--- config.mk ---
export PLATFORM = sky130hd
export DESIGN_NAME = last_tag_predictor
export DESIGN_NICKNAME = d
export VERILOG_FILES = /design/src/rtl/ltp_pkg.sv /design/src/rtl/ltp_gshare.sv /design/src/rtl/ltp_ctr_table.sv /design/src/rtl/ltp_replay_flag.sv /design/src/rtl/last_tag_predictor.sv
export SDC_FILE = /design/constraint.sdc
export NUM_CORES = 1
export LEC_CHECK = 0
export BUFFER_PORTS_ARGS = -buffer_cell sky130_fd_sc_hd__buf_4
export CAP_MARGIN = 0
export CORE_MARGIN = 5
export CORE_UTILIZATION = 30
export CTS_CLUSTER_DIAMETER = 200
export DETAILED_ROUTE_END_ITERATION = 10
export HOLD_SLACK_MARGIN = 0.12
export PLACE_DENSITY = 0.46
export SLEW_MARGIN = 10
export SYNTH_ARGS = -nofsm -noshare
export SYNTH_HDL_FRONTEND = slang
export SYNTH_SLANG_ARGS = --single-unit
--- constraint.sdc ---
create_clock -name clk -period 8.43 [get_ports clk]
set_input_delay 0.843 -clock clk [delete_from_list [all_inputs] [get_ports clk]]
set_output_delay 0.843 -clock clk [all_outputs]
set_load 0.005 [all_outputs]
--- src/rtl/ltp_pkg.sv ---
package ltp_pkg;

    localparam int CTR_W = 2;

    typedef logic [CTR_W-1:0] ctr_t;

    localparam ctr_t CTR_INIT = ctr_t'(1);
    localparam ctr_t CTR_MAX  = ctr_t'((1 << CTR_W) - 1);

    // Which source operand is predicted / observed to arrive last.
    typedef enum logic {
        SRC_LEFT  = 1'b0,
        SRC_RIGHT = 1'b1
    } src_e;

    // Saturating step toward the observed side.
    function automatic ctr_t ctr_next(ctr_t c, src_e s);
        if (s == SRC_RIGHT) begin
            return (c == CTR_MAX) ? c : c + ctr_t'(1);
        end
        return (c == '0) ? c : c - ctr_t'(1);
    endfunction

    function automatic src_e ctr_pick(ctr_t c);
        return src_e'(c[CTR_W-1]);
    endfunction

endpackage

--- src/rtl/ltp_gshare.sv ---
module ltp_gshare #(
    parameter int IDX_W = 8
) (
    input  logic             clk,
    input  logic             rst,
    input  logic [IDX_W-1:0] pc_idx,
    input  logic             upd_en,
    input  ltp_pkg::src_e    upd_side,
    output logic [IDX_W-1:0] idx,
    output logic [IDX_W-1:0] hist
);
    logic [IDX_W-1:0] hist_q;

    always_ff @(posedge clk) begin
        if (rst) begin
            hist_q <= '0;
        end else if (upd_en) begin
            hist_q <= {hist_q[IDX_W-2:0], upd_side == ltp_pkg::SRC_RIGHT};
        end
    end

    assign idx  = pc_idx ^ hist_q;
    assign hist = hist_q;
endmodule

--- src/rtl/ltp_ctr_table.sv ---
module ltp_ctr_table #(
    parameter int IDX_W = 8
) (
    input  logic             clk,
    input  logic             rst,
    input  logic [IDX_W-1:0] rd_idx,
    output ltp_pkg::src_e    rd_side,
    input  logic             wr_en,
    input  logic [IDX_W-1:0] wr_idx,
    input  ltp_pkg::src_e    wr_side
);
    import ltp_pkg::*;

    localparam int DEPTH = 1 << IDX_W;

    ctr_t ctr_q [DEPTH];

    always_ff @(posedge clk) begin
        if (rst) begin
            for (int i = 0; i < DEPTH; i++) begin
                ctr_q[i] <= CTR_INIT;
            end
        end else if (wr_en) begin
            ctr_q[wr_idx] <= ctr_next(ctr_q[wr_idx], wr_side);
        end
    end

    // Combinational read sees the value held before this cycle's write.
    assign rd_side = ctr_pick(ctr_q[rd_idx]);
endmodule

--- src/rtl/ltp_replay_flag.sv ---
module ltp_replay_flag #(
    parameter int ENTRY_W = 5
) (
    input  logic               clk,
    input  logic               rst,
    input  logic               iss_valid,
    input  logic [ENTRY_W-1:0] iss_entry,
    input  logic               left_avail,
    input  logic               right_avail,
    output logic               miss_valid,
    output logic [ENTRY_W-1:0] miss_entry
);
    logic early_wake;

    assign early_wake = iss_valid && !(left_avail && right_avail);

    always_ff @(posedge clk) begin
        if (rst) begin
            miss_valid <= 1'b0;
            miss_entry <= '0;
        end else begin
            miss_valid <= early_wake;
            if (early_wake) begin
                miss_entry <= iss_entry;
            end
        end
    end
endmodule

--- src/rtl/last_tag_predictor.sv ---
module last_tag_predictor #(
    parameter int IDX_W   = 8,
    parameter int ENTRY_W = 5
) (
    input  logic               clk,
    input  logic               rst,
    input  logic               disp_valid,
    input  logic [IDX_W-1:0]   disp_pc_idx,
    input  logic               disp_left_pend,
    input  logic               disp_right_pend,
    output logic               pred_valid,
    output logic               pred_right,
    output logic [IDX_W-1:0]   pred_index,
    input  logic               upd_valid,
    input  logic [IDX_W-1:0]   upd_index,
    input  logic               upd_right_last,
    input  logic               iss_valid,
    input  logic [ENTRY_W-1:0] iss_entry,
    input  logic               iss_left_avail,
    input  logic               iss_right_avail,
    output logic               mispredict_valid,
    output logic [ENTRY_W-1:0] mispredict_entry
);
    import ltp_pkg::*;

    logic [IDX_W-1:0] look_idx;
    logic [IDX_W-1:0] ghist;
    src_e             look_side;
    src_e             train_side;

    assign train_side = src_e'(upd_right_last);

    ltp_gshare #(.IDX_W(IDX_W)) u_index (
        .clk      (clk),
        .rst      (rst),
        .pc_idx   (disp_pc_idx),
        .upd_en   (upd_valid),
        .upd_side (train_side),
        .idx      (look_idx),
        .hist     (ghist)
    );

    ltp_ctr_table #(.IDX_W(IDX_W)) u_table (
        .clk     (clk),
        .rst     (rst),
        .rd_idx  (look_idx),
        .rd_side (look_side),
        .wr_en   (upd_valid),
        .wr_idx  (upd_index),
        .wr_side (train_side)
    );

    ltp_replay_flag #(.ENTRY_W(ENTRY_W)) u_replay (
        .clk         (clk),
        .rst         (rst),
        .iss_valid   (iss_valid),
        .iss_entry   (iss_entry),
        .left_avail  (iss_left_avail),
        .right_avail (iss_right_avail),
        .miss_valid  (mispredict_valid),
        .miss_entry  (mispredict_entry)
    );

    // Only instructions waiting on both tags consult the table.
    assign pred_valid = disp_valid && disp_left_pend && disp_right_pend;
    assign pred_right = pred_valid && (look_side == SRC_RIGHT);
    assign pred_index = look_idx;
endmodule

Yosys cells after proc, flatten, opt, wreduce, memory -nomap -nowiden
Memories as Yosys holds them, arrays and structs flattened.
Cells that the tools add are included.

word-level totals
  register bits after elaboration = 14
  memory bits (writable) = 512
  input bits = 31
  output and inout bits = 16
  logic and storage cells = 33
  memories = 1

operators by class
  add/subtract/negate cells = 2
  equal/unequal tests = 1
  muxes and demuxes = 17
  bitwise operators = 1
  reduce and logical (&&, ||, !) cells = 8

memories
  memory         depth  width  read ports  clocked after memory_dff  write ports  RTL line             RTL
  u_table.ctr_q  256    2      2           0                         256          ltp_ctr_table.sv:16  ctr_t ctr_q [DEPTH];

operators by type and width
  kind                 number
  $mux 2               7
  $mux 1               9
  $mux 8               1
  $xor 8x8->8          1
  $logic_and 1x1->1    5
  $add 2x1->2 const B  1
  $eq 2x2->1 const B   1
  $logic_not 2->1      1
  $reduce_or 2->1      1
  $sub 2x1->2 const B  1
  $logic_not 1->1      1

Depth between registers and ports, before layout
An unclocked memory read counts as a cell.

  depth in word-level cells = 8
  gate-level depth with buffers = 14
  gate-level depth less buffers = 9

By module
From an unflattened synthesis, not the netlist that was laid out.

unflattened totals
  cell total of the unflattened synthesis = 2317
  area, all modules = 29046.6 µm²

by module, submodules not included
  module              times used  cells an instance  area an instance (µm²)  sequential area each (µm²)
  ltp_ctr_table       1           2257               28409.7                 15374.7
  ltp_gshare          1           34                 355.3                   160.2
  ltp_replay_flag     1           24                 265.3                   120.1
  last_tag_predictor  1           2                  16.3                    0.0

Worst setup path after synthesis
No wires, ideal clock.

  path kind = input port to output port
  start = input disp_pc_idx[0]
  end = output pred_right
  arrival = 3.090 ns
  required time = 7.587 ns
  setup slack = 4.497 ns
  cell stages on the path = 11
  buffers on the path = 3
  cell sequence = xnor2_1 inv_1 buf_2 buf_2 buf_2 mux4_2 nand4_1 nand4_1 a211oi_1 a41oi_1 a32o_1

on the way
  word-level cells in the longest chain between the ends = 3

ends and longest elaborated chain
  what                RTL line                  RTL
  start: declaration  last_tag_predictor.sv:8   input logic [IDX_W-1:0] disp_pc_idx,
  $xor 8x8->8         ltp_gshare.sv:22          assign idx = pc_idx ^ hist_q;
  $mem_v2 256x2       --
  $logic_and 1x1->1   last_tag_predictor.sv:66  assign pred_right = pred_valid && (look_side == SRC_RIGHT);
  end: declaration    last_tag_predictor.sv:12  output logic pred_right,

Every way passes these cells.

Worst setup path in the final report
  start = register u_index.hist_q[1], in the netlist u_index.hist[1]
  end = output pred_right

on the way
  word-level cells in the longest chain between the ends = 3

ends and longest elaborated chain
  what                      RTL line                  RTL
  start: declaration        ltp_gshare.sv:12          logic [IDX_W-1:0] hist_q;
  start signal: assignment  ltp_gshare.sv:18          hist_q <= {hist_q[IDX_W-2:0], upd_side == ltp_pkg::SRC_RIGHT};
  $xor 8x8->8               ltp_gshare.sv:22
  $mem_v2 256x2             --
  $logic_and 1x1->1         last_tag_predictor.sv:66

Every way passes these cells.

==> impl_metrics.toml <==
[setup_path]
cp-end-kind = "output pin"
crit_required_ns = 7.59
setup.worst_path.class = "flip-flop to output pin"
crit_path_start_kind = "flip-flop"
crit_arrival_ns = 4.82
path_max_fanout = 15

[detailed_routing]
viasPerCell = 5.947
vias = 20880
drt-wirelength-per-cell_um = 30.02
finalWirelength_um = 105400
antenna_left = 0
drt-pass1-iter-count = 7
drt-initial-drc-count = 2671
route.detailed.drc = 0

[cts]
cts-resized-gates = 0
hold_buffers = 0
cts.path.max_buffers = 3
clock_sinks = 526
clock_latency_ns = 0.62
cts-root-buf = "clkbuf_16"
post_cts_buffers = 0
h-tree-depth = 3
cts_tree = "yes"
numCtsBuffers = 66
path_clk_slew_ns = 0.06

[global_route]
antenna_found_initial = 1
grt_overflow_total = 0
grt_pass1_vias = 20510
grt_usage = 0.2021
grt_pass1_wl_um = 151300
grt_max_degree = 105

[job]
drv_cap = 0

[synth]
async_reset_ff_frac = 0
synthMostInstantiatedCell = "edfxtp_1"
synth_warnings = 0
ys_top_cells_by_area = "edfxtp_1 (54%), mux4_2 (13%), a21o_1 (5.3%), nand3_1 (5.3%), nor3_1 (4.1%)"
yosys.area.top_type = "edfxtp_1"
ys_types = 61
synth_top_area_frac = 0.5405
synth-main-ff-cell = "edfxtp_1"
synth-seq-area-share = 0.5504
syn_inst = 2301
synth-edff-count = 512
syn-num-nets = 2332
avgSynthCellArea_um2 = 12.36
syn_area_um2 = 28440
synth.top_cells.by_count = "edfxtp_1 (512), nand3_1 (299), nor3_1 (233)"
ys_ff_latch = 526

[timing]
fmax_ghz = 0.1764
slew_violations = 0
fin_crit_ns = 5.668
finalHoldViolCount = 0
tightest_slew_ns = 1.278
period_share = 0.6723
max_slew_margin = 0.1457
grt_setup_unrepaired = "false"
finClkSkew_ns = 0.03975
setup_violations = 0
fin_tns_setup_ns = 0

[floorplanning]
pin_count = 47
die_h_um = 317.9
core_area_um2 = 94590
initial_core_util = 0.3007
fp.dieW_um = 317.9
die_area_um2 = 101100
fp-row-count = 113

[power]
leakage_uw = 0.01028
p_total_uw = 6474
ir_drop_mv = 0.1434
power.density_nw_per_um2 = 203.6

[placement]
dp_hpwl_um = 67880
place_congestion = 0.8559
io_buffers = 46
postPlaceCellArea_um2 = 29810

[layout]
drive_gt1_frac = 0.1844
area_delta_synth_final_pct = 11.79
utilization = 0.3362
nFillCells = 9290
fin_area_um2 = 31800
fin_nets = 2225

[run_status]
outcome = "completed"

[hold_path]
hold_class = "input port to flip-flop"
metal layers:
layer / part of all wire / up-vias / GRT usage
li1: - / 8701 / -
met1: 0.43 / 10940 / 0.2851
met2: 0.45 / 1047 / 0.3151
met3: 0.086 / 193 / 0.03994
met4: 0.035 / 0 / 0.06531
met5: 0 / - / 0
sequential cells by signal (all words and copies together) (netlist names):
signal	cells
u_index.hist	8
u_table.ctr_q	512
u_replay.miss_valid	1
u_replay.miss_entry	5
metrics by stage:
stage | instances | hold slack, ns | worst slack [ns]
after floorplan | 2301 | 0.4811 | 4.497
after global placement | 3390 | 0.4810 | 1.980
after detailed placement | 3391 | 0.4927 | 2.577
after CTS | 3510 | 0.4499 | 2.876
after global routing | 3510 | 0.4655 | 2.702
final | 3511 | 0.4832 | 2.762
final cells by class:
type | instances | area (um2) | share of cell area
Tap cell | 1265 | 1583 | 0.04978
Timing Repair Buffer | 118 | 984.7 | 0.03097
Multi-Input combinational cell | 1472 | 11560 | 0.3635
Antenna cell | 1 | 2.502 | 0.00007870
Clock inverter | 36 | 219.0 | 0.006886
Clock buffer | 83 | 1757 | 0.05524
Sequential cell | 526 | 15660 | 0.4923
Inverter | 10 | 40.04 | 0.001259
path summary, 6_finish.rpt:
kind	from	end	slack, ns	depth (start not counted)
worst max-delay path	u_index.hist[1]	pred_right	2.76	10
worst min-delay path	iss_entry[4]	u_replay.miss_entry[4]	0.48	3
worst max register to register	u_table.ctr_q[63][1]	u_table.ctr_q[22][0]	4.20	9
worst min register to register	u_replay.miss_entry[4]	u_replay.miss_entry[4]	0.50	2
cell usage in the layout (no fill, tap or decap), drive strengths merged, types with 4 or more instances in the layout:
cell,count
a221oi,4
clkinv,33
nor3,233
mux2i,71
edfxtp,512
and4b,4
or2,10
nor2,101
nand3,299
and4,4
xnor2,7
and2,6
dfxtp,14
a22oi,39
nor4,10
mux4,165
buf,116
a21oi,15
nand4,20
o211ai,5
o21ai,5
o21bai,4
clkbuf,85
nand4b,5
nor4bb,4
nand2b,51
and3,12
a22o,6
a211oi,5
inv,11
nor2b,13
nand2,139
a21o,201
worst max-delay path: stages (launching register included):
cell and delay, ns:
dfxtp_1 0.33, xnor2_1 0.73, inv_2 0.53, buf_4 0.40
mux4_2 0.27, mux2i_1 0.21, a2111oi_0 1.01, a41oi_1 0.08
nand4b_1 0.17, a32o_1 0.30, buf_4 0.16
report_power, final:
part	switching, uW	internal (uW)	total [uW]
logic	602	257	858
registers	34.5	2920	2960
clock network	1150	1510	2660
total	1790	4690	6470
kinds of logic after synthesis:
| family | Yosys count | synth area share |
|---|---|---|
| and+or+nand+nor | 918 | 0.1603 |
| buffers and inverters | 303 | 0.04940 |
| muxes | 238 | 0.1564 |
| DFF | 526 | 0.5504 |
| xor gates and xnor gates | 8 | 0.002463 |
| adders and majority gates | 2 | 0.0007917 |
| AOI/OAI and AO/OA | 306 | 0.08028 |
Power figures use the tool's default switching activity.
